### config.mk
export PLATFORM = sky130hd
export DESIGN_NAME = uart_rx_queue
export DESIGN_NICKNAME = d
export VERILOG_FILES = /design/src/rtl/rxq_pkg.sv /design/src/rtl/rxq_trig.sv /design/src/rtl/rxq_store.sv /design/src/rtl/rxq_ctrl.sv /design/src/rtl/uart_rx_queue.sv
export SDC_FILE = /design/constraint.sdc
export NUM_CORES = 1
export LEC_CHECK = 0
export ABC_AREA = 1
export BUFFER_PORTS_ARGS = -buffer_cell sky130_fd_sc_hd__buf_4
export CORE_AREA = 3 3 154 156
export CTS_CLUSTER_DIAMETER = 50
export DETAILED_ROUTE_END_ITERATION = 7
export DIE_AREA = 0 0 157 159
export PLACE_DENSITY = 0.62
export RECOVER_POWER = 50
export SLEW_MARGIN = 20
export SYNTH_ARGS = -nofsm -noshare
export SYNTH_HDL_FRONTEND = slang
export SYNTH_SLANG_ARGS = --single-unit
export TNS_END_PERCENT = 10
### constraint.sdc
create_clock -name clk -period 7.98 [get_ports clk]
set_input_delay 1.995 -clock clk [delete_from_list [all_inputs] [get_ports clk]]
set_output_delay 1.995 -clock clk [all_outputs]
set_load 0.02 [all_outputs]
### src/rtl/rxq_pkg.sv
// Package: shared constants and types for the UART receive queue.
// Assumes a 12-bit entry with 8 data bits and the break flag in bit 10.
package rxq_pkg;
    localparam int ENTRY_W  = 12;
    localparam int DATA_W   = 8;
    localparam int BRK_BIT  = 10;
    localparam int LVL_W    = 3;   // width of the level-select code
    typedef logic [ENTRY_W-1:0] rx_entry_t;
    localparam rx_entry_t BREAK_ENTRY = rx_entry_t'(1) << BRK_BIT;
endpackage

### src/rtl/rxq_trig.sv
// Module: holds the fill level that drives the receive interrupt.
// Assumes the level is sampled only on configuration writes; a level of
// zero or single-register mode both map to a level of one.
module rxq_trig #(
    parameter int TRG_W = 5
) (
    input  logic                     clk,
    input  logic                     rst_n,
    input  logic                     cfg_wr,
    input  logic                     queue_mode,
    input  logic [rxq_pkg::LVL_W-1:0] lvl_code,
    output logic [TRG_W-1:0]         trig
);
    localparam logic [TRG_W-1:0] ONE = TRG_W'(1);

    logic [TRG_W-1:0] decoded;

    // Purpose: turn the level code into a fill count, four entries per step.
    always_comb begin
        decoded = TRG_W'({lvl_code, 2'b00});
        if (!queue_mode || decoded == '0) decoded = ONE;
    end

    // Purpose: latch the decoded level on each configuration write.
    always_ff @(posedge clk) begin
        if (!rst_n)      trig <= ONE;
        else if (cfg_wr) trig <= decoded;
    end

    a_r7_trig_hold: assert property (@(posedge clk) disable iff (!rst_n)
        !cfg_wr |=> $stable(trig));
    a_r6_trig_nonzero: assert property (@(posedge clk) disable iff (!rst_n)
        cfg_wr |=> (trig != '0));
endmodule

### src/rtl/rxq_store.sv
// Module: entry storage, written at a given slot, read at the read pointer.
// Assumes the caller never writes an occupied slot; depth is a power of two.
module rxq_store #(
    parameter int DEPTH = 16,
    localparam int PTR_W = $clog2(DEPTH)
) (
    input  logic                clk,
    input  logic                rst_n,
    input  logic                wr_en,
    input  logic [PTR_W-1:0]    wr_slot,
    input  rxq_pkg::rx_entry_t  wr_data,
    input  logic [PTR_W-1:0]    rd_ptr,
    output rxq_pkg::rx_entry_t  rd_data
);
    rxq_pkg::rx_entry_t mem [DEPTH];

    // Purpose: clear storage on reset, then write accepted entries.
    always_ff @(posedge clk) begin
        if (!rst_n) begin
            for (int i = 0; i < DEPTH; i++) mem[i] <= '0;
        end else if (wr_en) begin
            mem[wr_slot] <= wr_data;
        end
    end

    // Purpose: present the entry under the read pointer.
    always_comb rd_data = mem[rd_ptr];
endmodule

### src/rtl/rxq_ctrl.sv
// Module: occupancy count, read pointer, flags and interrupt status.
// Assumes pop is handled before push within a cycle, while push acceptance
// uses the count from before the cycle.
module rxq_ctrl #(
    parameter int DEPTH = 16,
    parameter int TRG_W = 5,
    localparam int PTR_W = $clog2(DEPTH),
    localparam int CNT_W = PTR_W + 1
) (
    input  logic             clk,
    input  logic             rst_n,
    input  logic             push_req,
    input  logic             pop_req,
    input  logic             queue_mode,
    input  logic [TRG_W-1:0] trig,
    output logic             wr_en,
    output logic [PTR_W-1:0] wr_slot,
    output logic [PTR_W-1:0] rd_ptr,
    output logic             can_accept,
    output logic             empty,
    output logic             full,
    output logic             irq,
    output logic             overrun
);
    localparam logic [CNT_W-1:0] FULL_CNT = CNT_W'(DEPTH);

    logic [CNT_W-1:0] count, cnt_pop, cnt_nxt;
    logic [TRG_W-1:0] cnt_pop_x, cnt_nxt_x, trig_m1;
    logic             pop_ok;

    // Purpose: decide acceptance, the effective pop and the next count.
    always_comb begin
        can_accept = queue_mode ? (count < FULL_CNT) : (count == '0);
        wr_en      = push_req && can_accept;
        pop_ok     = pop_req && (count != '0);
        cnt_pop    = count - CNT_W'(pop_ok);
        cnt_nxt    = cnt_pop + CNT_W'(wr_en);
        wr_slot    = rd_ptr + count[PTR_W-1:0];
        cnt_pop_x  = TRG_W'(cnt_pop);
        cnt_nxt_x  = TRG_W'(cnt_nxt);
        trig_m1    = trig - TRG_W'(1);
        empty      = (count == '0);
    end

    // Purpose: advance count and read pointer.
    always_ff @(posedge clk) begin
        if (!rst_n) begin
            count  <= '0;
            rd_ptr <= '0;
        end else begin
            count  <= cnt_nxt;
            rd_ptr <= rd_ptr + PTR_W'(pop_ok);
        end
    end

    // Purpose: full flag, set by a filling push, cleared by any pop strobe.
    always_ff @(posedge clk) begin
        if (!rst_n)                                          full <= 1'b0;
        else if (wr_en && (cnt_nxt == FULL_CNT || !queue_mode)) full <= 1'b1;
        else if (pop_req)                                    full <= 1'b0;
    end

    // Purpose: interrupt status, set at the level, cleared one below it.
    always_ff @(posedge clk) begin
        if (!rst_n)                             irq <= 1'b0;
        else if (wr_en && cnt_nxt_x == trig)    irq <= 1'b1;
        else if (pop_ok && cnt_pop_x == trig_m1) irq <= 1'b0;
    end

    // Purpose: one-cycle pulse for a push that found no room.
    always_ff @(posedge clk) begin
        if (!rst_n) overrun <= 1'b0;
        else        overrun <= push_req && !can_accept;
    end

    a_r2_count_bound: assert property (@(posedge clk) disable iff (!rst_n)
        count <= FULL_CNT);
    a_r4_drop_keeps_count: assert property (@(posedge clk) disable iff (!rst_n)
        (push_req && !can_accept && !pop_req) |=> $stable(count));
    a_r11_empty_pop_still: assert property (@(posedge clk) disable iff (!rst_n)
        (pop_req && empty && !push_req) |=> ($stable(rd_ptr) && empty));
    a_r8_irq_rise_cause: assert property (@(posedge clk) disable iff (!rst_n)
        $rose(irq) |-> $past(push_req));
    a_r5_single_mode_full: assert property (@(posedge clk) disable iff (!rst_n)
        (wr_en && !queue_mode) |=> full);
endmodule

### src/rtl/uart_rx_queue.sv
// Module: top of the UART receive queue; joins storage, control and level.
// Assumes one push source (data or break) and one pop per cycle at most.
module uart_rx_queue #(
    parameter int DEPTH = 16
) (
    input  logic        clk,
    input  logic        rst_n,
    input  logic        push_valid,
    input  logic [11:0] push_entry,
    input  logic        break_valid,
    input  logic        pop,
    input  logic        cfg_wr,
    input  logic [7:0]  cfg_lcr,
    input  logic [5:0]  cfg_ifl,
    output logic [11:0] head_entry,
    output logic        can_accept,
    output logic        empty,
    output logic        full,
    output logic        rx_irq,
    output logic        overrun
);
    localparam int PTR_W = $clog2(DEPTH);
    localparam int CNT_W = PTR_W + 1;
    localparam int TRG_W = (CNT_W > 5) ? CNT_W : 5;
    localparam int MODE_BIT = 4;

    logic               queue_mode, push_req, wr_en;
    logic [PTR_W-1:0]   wr_slot, rd_ptr;
    logic [TRG_W-1:0]   trig;
    rxq_pkg::rx_entry_t in_entry;

    // Purpose: merge the data and break sources into one push.
    always_comb begin
        queue_mode = cfg_lcr[MODE_BIT];
        push_req   = push_valid || break_valid;
        in_entry   = break_valid ? rxq_pkg::BREAK_ENTRY : push_entry;
    end

    rxq_trig #(.TRG_W(TRG_W)) u_trig (
        .clk(clk), .rst_n(rst_n), .cfg_wr(cfg_wr), .queue_mode(queue_mode),
        .lvl_code(cfg_ifl[5:3]), .trig(trig)
    );

    rxq_ctrl #(.DEPTH(DEPTH), .TRG_W(TRG_W)) u_ctrl (
        .clk(clk), .rst_n(rst_n), .push_req(push_req), .pop_req(pop),
        .queue_mode(queue_mode), .trig(trig), .wr_en(wr_en),
        .wr_slot(wr_slot), .rd_ptr(rd_ptr), .can_accept(can_accept),
        .empty(empty), .full(full), .irq(rx_irq), .overrun(overrun)
    );

    rxq_store #(.DEPTH(DEPTH)) u_store (
        .clk(clk), .rst_n(rst_n), .wr_en(wr_en), .wr_slot(wr_slot),
        .wr_data(in_entry), .rd_ptr(rd_ptr), .rd_data(head_entry)
    );

    a_r10_break_stored: assert property (@(posedge clk) disable iff (!rst_n)
        (break_valid && can_accept && empty && !pop) |=> (head_entry == rxq_pkg::BREAK_ENTRY));
endmodule

Yosys cells after proc, flatten, opt, wreduce, memory -nomap -nowiden --
Memory sizes are Yosys's and may differ from the RTL's. A register that Yosys moved wholly into a read port is not among the register bits. Cells that the tools add are included.
Storage, ports and cells: bits in registers 17, RAM bits 192, output and inout bits 17, logic and storage cells 48, memories kept 1
Memory list:
- u_store.mem | words 16, bits a word 12, read ports 1, clocked after memory_dff 1, wr ports 16, RTL line rxq_store.sv:15 | rxq_pkg::rx_entry_t mem [DEPTH];
Cells by class: add/subtract/negate cells 5, order comparisons 1, eq/ne operators 3, mux-type cells 15, reduce and logical (&&, ||, !) cells 17
Operator list (count):
- $mux 12 | 2
- $reduce_or 12->1 | 1
- $eq 5x5->1 | 2
- $mux 1 | 10
- $mux 4 | 2
- $logic_and 1x1->1 | 6
- $add 5x1->5 | 1
- $eq 5x5->1 const B | 1
- $logic_not 5->1 | 1
- $lt 5x5->1 const B | 1
- $mux 5 | 1
- $reduce_bool 5->1 | 1
- $sub 5x1->5 | 1
- $sub 5x1->5 const B | 1
- $add 4x1->4 | 1
- $add 4x4->4 | 1
- $reduce_bool 2->1 | 2
- $logic_not 3->1 | 1
- $logic_or 1x1->1 | 3
- $logic_not 1->1 | 2

Logic depth before layout (Yosys ltp) --
Gate-level depths: netlist (run 1).
depth after elaboration 8, depth in mapped cells 18, depth with buffers taken out 18

Cells and area by module --
Synthesis (run 1) repeated with hierarchy kept, for this count alone.
Second synthesis, totals: cell total of the unflattened synthesis 1257, area total of the unflattened synthesis 10752.8 µm²
Modules (own cells, without submodules):
- rxq_store | times used 1, cells an instance 1054, area each 9409.0 µm², sequential area each 5765.5 µm²
- rxq_ctrl | times used 1, cells an instance 147, area each 1038.5 µm², sequential area each 240.2 µm²
- rxq_trig | times used 1, cells an instance 28, area each 192.7 µm², sequential area each 80.1 µm²
- uart_rx_queue | times used 1, cells an instance 28, area each 112.6 µm², sequential area each 0.0 µm²

Worst setup path before layout (run 1) --
Ideal clock, no wire load.
path type input port to output port, from in cfg_lcr[4], to out can_accept, arrival 2.185 ns, data required time 5.985 ns, slack 3.800 ns, stages on the path 2, buffers on the path 0, path through nand2_1 > nand2_4
Between the ends: word-level cells in the longest chain between the ends 1
RTL lines:
- from (decl) | RTL line uart_rx_queue.sv:13 | input logic [7:0] cfg_lcr,
- $mux 1 | RTL line rxq_ctrl.sv:33 | can_accept = queue_mode ? (count < FULL_CNT) : (count == '0);
- to (decl) | RTL line uart_rx_queue.sv:16 | output logic can_accept,
No other way between the ends.

==> results.toml, run 1 <==
[min_path]
hp-class = "flop to flop"

[routing]
route.detailed.drc = 0
routed_via_density = 5.50
ant_nets = 0
vias = 6903
post_drt_wl_per_cell_um = 19.0
routed_wl_um = 23900
dr.pass1.iters = 5
drt_iter0_drc = 619

[power_and_ir_drop]
power.density_nw_per_um2 = 323
combinationalPowerShare_pct = 33.2
p_int_mw = 2.32
p_leak_nw = 4.10
p_seq_share_pct = 37.5
p_total_mw = 3.65
pwr-share-clk_pct = 29.3
ir_drop_mv = 0.254
swShare_pct = 36.4
power.switching_mw = 1.33

[floorplanning]
die_w_um = 157
ios = 49
dieArea_sq_um = 25000
num_rows = 55
coreArea_sq_um = 22500
die_y_um = 159
start_util_pct = 45.7

[yosys]
ys.flop_type = "edfxtp_1"
synth.most_common_cell = "edfxtp_1"
ys_seq_area_share_pct = 59.2
netlist_area_sq_um = 10300
synthesis.nets = 997
ys_seq_elements = 208
synth.top_cell.area_share_pct = 56.1
yosysTopAreaCell = "edfxtp_1"
syn-instance-count = 954
postSynthAreaPerCell_sq_um = 10.8
ys_warn_count = 0
ys_types = 35
async_flop_share_pct = 0
synth_area_leaders = "edfxtp_1 56%, mux2i_1 4.7%, nor3_1 4.7%, o211ai_1 3.6%, o21ai_0 3.3%"
synth.top_cells.by_count = "192 x edfxtp_1, 96 x nor3_1, 83 x nand2_1"
synth_edf_count = 192

[clocking]
clk_latency_ps = 510
post_cts_buffers = 0
ctsRootBufferMaster = "clkbuf_16"
cts_made_buffers = 24
clock_sinks = 208
cts.htree.levels = 1
cts_resized = 0
path_clk_slew_ps = 60
cts_tree = "built"
cts_hold_buf = 0
cts_buffer_depth = 3

[placed_design]
io_buffers = 38
hpwl_um = 14900
place_congestion = 0.821

[sta]
rsz0062_at_grt = "no"
max_slew_margin_pct = 12.6
fmax_ghz = 0.164
finalSetupTns_ps = 0
layout_min_cycle_time_ps = 6100
slew_violations = 0
period_share_pct = 76.5
clock_skew_ps = 16.6
hold_viol = 0
setup_viol = 0
tightest_slew_ps = 1310

[status]
status = "finished clean"

[global_routing]
grt_pass1_wl_um = 38500
grt_antenna_before_repair = 0
grt_overflow = 0
grt_usage_pct = 19.4
grt_max_degree = 56
grt_pass1_vias = 7012

[finish]
final_layout_size_suffix_gt1_share_pct = 13.6
syn_to_final_growth_pct = 9.95
finalNetCount = 997
diodes = 0

[critical_path]
cp_max_fo = 28
startpoint_type = "input pin"
cp-end-kind = "flop"
worstSetupPathType = "input pin to flop"
crit_required_ps = 8110
arrival_ps = 6240

[job]
maxCapViolCount = 0
critical path, stage by stage:
cell and delay (ps):
clkbuf_1 870, inv_1 530, nor2_8 260, nand3_1 900, nand3b_1 930, nand2_1 730
worst paths after layout:
path / from / endpoint / slack (ps) / cells after the start
worst min register to register: u_ctrl.irq / u_ctrl.irq / 470 / 2
worst max register to register: u_ctrl.rd_ptr[0] / u_store.mem[9][0] / 3640 / 7
worst min-delay path: u_ctrl.irq / u_ctrl.irq / 470 / 2
worst max-delay path: rst_n / u_store.mem[11][2] / 1880 / 6
per-layer routing:
layer	vias to the layer above	track usage [%]	part of all wire, %
li1	3371	-	-
met4	0	4.70	1.9
met3	41	3.18	4.8
met1	3362	26.0	43
met2	129	32.9	50
met5	-	0	0
metrics by stage:
stage	cells	utilization, %	setup slack (ps)	hold slack (ps)	instance area, sq um
finish	1256	50.2	1880	467	11300
global route	1256	50.2	1520	507	11300
CTS	1256	50.8	3020	472	11400
detailed placement	1213	47.3	3230	462	10600
global placement	1213	47.3	3330	460	10600
floorplan	954	-	3800	457	10300
logic make-up (layout without fill, tap and decap cells):
group / after synthesis / after routing / synth area share [%]
compound gates: 173 / 173 / 9.64
mux: 48 / 48 / 4.68
xor+xnor: 10 / 10 / 1.04
buf+inv: 162 / 179 / 6.67
flops: 208 / 208 / 59.2
simple gates: 342 / 342 / 17.3
fa+ha+maj: 11 / 11 / 1.41
power by group through the flow:
| stage | Clock, mW | Sequential (mW) | Combinational [mW] |
|---|---|---|---|
| floorplan | 0 | 1.36 | 0.945 |
| global placement | 0 | 1.39 | 1.24 |
| detailed placement | 0 | 1.40 | 1.26 |
| CTS | 1.09 | 1.37 | 1.27 |
| global route | 1.13 | 1.38 | 1.36 |
| finish | 1.07 | 1.37 | 1.21 |
final cells by class:
| cell class | instances | area (sq um) |
|---|---|---|
| tap | 285 | 357 |
| clock inverter | 17 | 144 |
| timing repair buffer | 49 | 338 |
| clock buffer | 26 | 629 |
| multi-input combinational | 584 | 3410 |
| fill | 2038 | 11200 |
| sequential | 208 | 6090 |
| inverter | 87 | 327 |
registers in the layout (all words and copies together) (netlist names):
name            flops
u_store.mem       192
u_trig.trig         4
u_ctrl.count        5
u_ctrl.overrun      1
u_ctrl.full         1
u_ctrl.rd_ptr       4
u_ctrl.irq          1
layout by cell type (no fill, tap or decap), drive strengths merged:
master / netlist / final
nor2: 109 / 109
nand2: 86 / 86
clkinv: 1 / 14
bufinv: 0 / 2
o211ai: 49 / 49
ha: 10 / 10
clkbuf: 42 / 34
fa: 1 / 1
nor3: 96 / 96
o21ai: 67 / 67
nand3b: 3 / 3
dfxtp: 16 / 16
a21oi: 56 / 56
or2: 1 / 1
buf: 33 / 41
edfxtp: 192 / 192
mux2i: 48 / 48
inv: 86 / 88
a21o: 1 / 1
nand3: 45 / 45
nand4: 2 / 2
xor2: 7 / 7
xnor2: 3 / 3
No activity file was read; power rests on OpenSTA's default activity.
==> run 2, diff against run 1 <==
--- a/config.mk
+++ b/config.mk
@@ -5,12 +5,12 @@
 export SDC_FILE = /design/constraint.sdc
 export NUM_CORES = 1
 export LEC_CHECK = 0
-export ABC_AREA = 1
+export ABC_AREA = 0
 export BUFFER_PORTS_ARGS = -buffer_cell sky130_fd_sc_hd__buf_4
-export CORE_AREA = 3 3 154 156
+export CORE_AREA = 3 3 152 154
 export CTS_CLUSTER_DIAMETER = 50
 export DETAILED_ROUTE_END_ITERATION = 7
-export DIE_AREA = 0 0 157 159
+export DIE_AREA = 0 0 155 157
 export PLACE_DENSITY = 0.62
 export RECOVER_POWER = 50
 export SLEW_MARGIN = 20
==> constraint.sdc (replaced) <==
create_clock -name clk -period 5.89 [get_ports clk]
set_input_delay 1.4725 -clock clk [delete_from_list [all_inputs] [get_ports clk]]
set_output_delay 1.4725 -clock clk [all_outputs]
set_load 0.02 [all_outputs]
==> run 2 against run 1 <==
The flow now finishes with violations (capacitance limit, slew limit); setup slack lost 980 ps; design area shrank 2.4%; sequential power grew 39%; routed wire length is essentially flat; critical path depth shrank 1; clock power grew 42%; hold slack gained 26 ps; via count shrank 14%; cell count shrank 21%; combinational power grew 27%; register-to-register slack lost 2000 ps; critical path type unchanged; largest power group unchanged.
==> results.toml, run 2 <==
[routing]
routed_via_density = 5.99
vias = 5917
post_drt_wl_per_cell_um = 24.2
ant_nets = 0
drt_iter0_drc = 478
route.detailed.drc = 0
dr.pass1.iters = 5
routed_wl_um = 23900

[sta]
finalSetupTns_ps = 0
rsz0062_at_grt = "no"
fmax_ghz = 0.200
setup_viol = 0
layout_min_cycle_time_ps = 4990
clock_skew_ps = 18.9
tightest_slew_ps = 1690
slew_violations = 37
hold_viol = 0
period_share_pct = 84.8
max_slew_margin_pct = -12.9

[yosys]
synthesis.nets = 727
syn-instance-count = 684
ys.flop_type = "edfxtp_1"
ys_warn_count = 0
async_flop_share_pct = 0
synth_area_leaders = "edfxtp_1 58%, mux4_2 14%, nor3_1 7.5%, nor3_2 4.8%, dfxtp_1 3.2%"
ys_types = 43
ys_seq_elements = 208
ys_seq_area_share_pct = 61.0
synth.top_cells.by_count = "192 x edfxtp_1, 150 x nor3_1, 60 x mux4_2"
synth_edf_count = 192
synth.top_cell.area_share_pct = 57.8
yosysTopAreaCell = "edfxtp_1"
postSynthAreaPerCell_sq_um = 14.6
synth.most_common_cell = "edfxtp_1"
netlist_area_sq_um = 9970

[finish]
layout_common_cells = "197 x nor3_1, 192 x edfxtp_1, 60 x mux4_2"
reg_top3 = "u_store.mem x192, u_ctrl.count x5"
largest_reg_flops = 192
final_layout_size_suffix_gt1_share_pct = 23.6
finalNetCount = 731
instances_no_fill = 988
diodes = 0
mostFrequentLayoutCell = "nor3_1"
syn_to_final_growth_pct = 10.5
regMostFlops = "u_store.mem"

[floorplanning]
coreArea_sq_um = 21800
dieArea_sq_um = 24300
die_y_um = 157
start_util_pct = 45.7
ios = 49
die_w_um = 155
num_rows = 54

[critical_path]
worstSetupPathType = "input pin to flop"
crit_slowest_cell = "clkbuf_1"
critPathCapture = "u_store.mem[7][1]"
startpoint_type = "input pin"
worstRegToRegCells = 5
arrival_ps = 5230
path_buf_inv = 3
rr_endpoint = "u_store.mem[5][6]"
cp-end-kind = "flop"
r2r_slack_ps = 1600
reg2reg_from = "u_ctrl.rd_ptr[0]"
timing.critical_path.mode_cell = "clkbuf_1"
crit_required_ps = 6130
cp_cell_sequence = "clkbuf_1, nand4_1, clkbuf_1, o21ai_1, buf_4"
cp-startpoint = "rst_n"
cp_max_fo = 36
cp_slowest_stage_delay_ps = 1200
path_depth = 5
cp_top_family = "buffers and inverters"

[clocking]
cts_resized = 0
cts.htree.levels = 1
ctsRootBufferMaster = "clkbuf_16"
path_clk_slew_ps = 60
cts_buffer_depth = 3
post_cts_buffers = 0
clock_sinks = 208
clk_latency_ps = 540
cts_tree = "built"
cts_hold_buf = 0
cts_made_buffers = 27

[power_and_ir_drop]
combinationalPowerShare_pct = 30.9
p_leak_nw = 3.59
swShare_pct = 34.4
pwr-share-clk_pct = 30.7
p_seq_share_pct = 38.4
power.density_nw_per_um2 = 451
power.switching_mw = 1.71
ir_drop_mv = 0.283
p_int_mw = 3.26

[job]
maxCapViolCount = 1

[global_routing]
grt_pass1_wl_um = 36600
grt_usage_pct = 19.9
busiest_layer = "met2"
grt_use_met2_pct = 36.6
grt_antenna_before_repair = 0
grt_pass1_vias = 6396
use_met3_pct = 2.78
grt.met1_usage_pct = 24.2
grt_max_degree = 53
grt_overflow = 0

[placed_design]
hpwl_um = 14200
place_inst = 939
io_buffers = 38
place_congestion = 0.792

[status]
violations = "capacitance limit, slew limit"
status = "finished, violations left"

[min_path]
hp-class = "flop to flop"
run 2: cell types whose count changed in the layout (fill, tap and decap cells not counted), sizes merged, moves of 53 or more:
| cell | previous run | this run |
|---|---|---|
| inv | 88 | 10 |
| nand2 | 86 | 7 |
| nor2 | 109 | 6 |
| a21oi | 56 | 3 |
| mux4 | 0 | 60 |
| nor3 | 96 | 198 |
run 2: worst reg2reg max path, stage by stage (launching register included):
cell      delay [ps]
dfxtp_4          890
ha_1             320
fa_1             480
nand4b_1         200
clkbuf_2         870
o21ai_2         1140
run 2: worst min-delay path by stage:
stage | start | to | slack [ps] | cells after the start
detailed placement | u_ctrl.irq | u_ctrl.irq | 480 | 2
floorplan | u_trig.trig[4] | u_trig.trig[4] | 470 | 2
global route | u_ctrl.irq | u_ctrl.irq | 510 | 2
global placement | u_ctrl.irq | u_ctrl.irq | 480 | 2
CTS | u_ctrl.irq | u_ctrl.irq | 500 | 2
finish | u_ctrl.irq | u_ctrl.irq | 490 | 2
run 2: layout make-up:
cell class                      instances  area (sq um)
Fill cell                            1868         10800
Sequential cell                       208          6090
Multi-Input combinational cell        383          3290
Clock buffer                           31           691
Timing Repair Buffer                   61           429
Tap cell                              280           350
Clock inverter                         18           144
Inverter                                7          26.3
run 2: routing by layer:
metal  vias to the layer above  routed length, um
met1                      3014               9110
li1                       2676                  -
met4                         0                716
met5                         -                  0
met2                       180              12900
met3                        47               1210
run 2: cells by family after synthesis:
logic type / share of synthesized area (%)
compound gates: 2.11
xor+xnor: 1.98
fa+ha+maj: 1.46
buf+inv: 3.93
flops: 61.0
mux: 13.6
simple gates: 15.9
run 2: power by group through the flow:
stage                     registers (mW)  clock network [mW]  logic [mW]
after floorplan                     1.84                   0        1.25
after global placement              1.94                   0        1.58
after detailed placement            1.95                   0        1.61
after CTS                           1.92                1.54        1.62
after global routing                1.93                1.60        1.65
final                               1.91                1.52        1.54
run 2: stage by stage:
| step | setup WS [ps] | utilization (%) | area (sq um) | hold WS, ps | power, mW |
|---|---|---|---|---|---|
| finish | 898 | 50.5 | 11000 | 493 | 4.97 |
| global route | 724 | 50.5 | 11000 | 512 | 5.19 |
| CTS | 1250 | 51.7 | 11300 | 498 | 5.07 |
| detailed placement | 1420 | 47.9 | 10400 | 481 | 3.56 |
| global placement | 1490 | 47.9 | 10400 | 480 | 3.52 |
| floorplan | 2110 | - | 9970 | 465 | 3.09 |
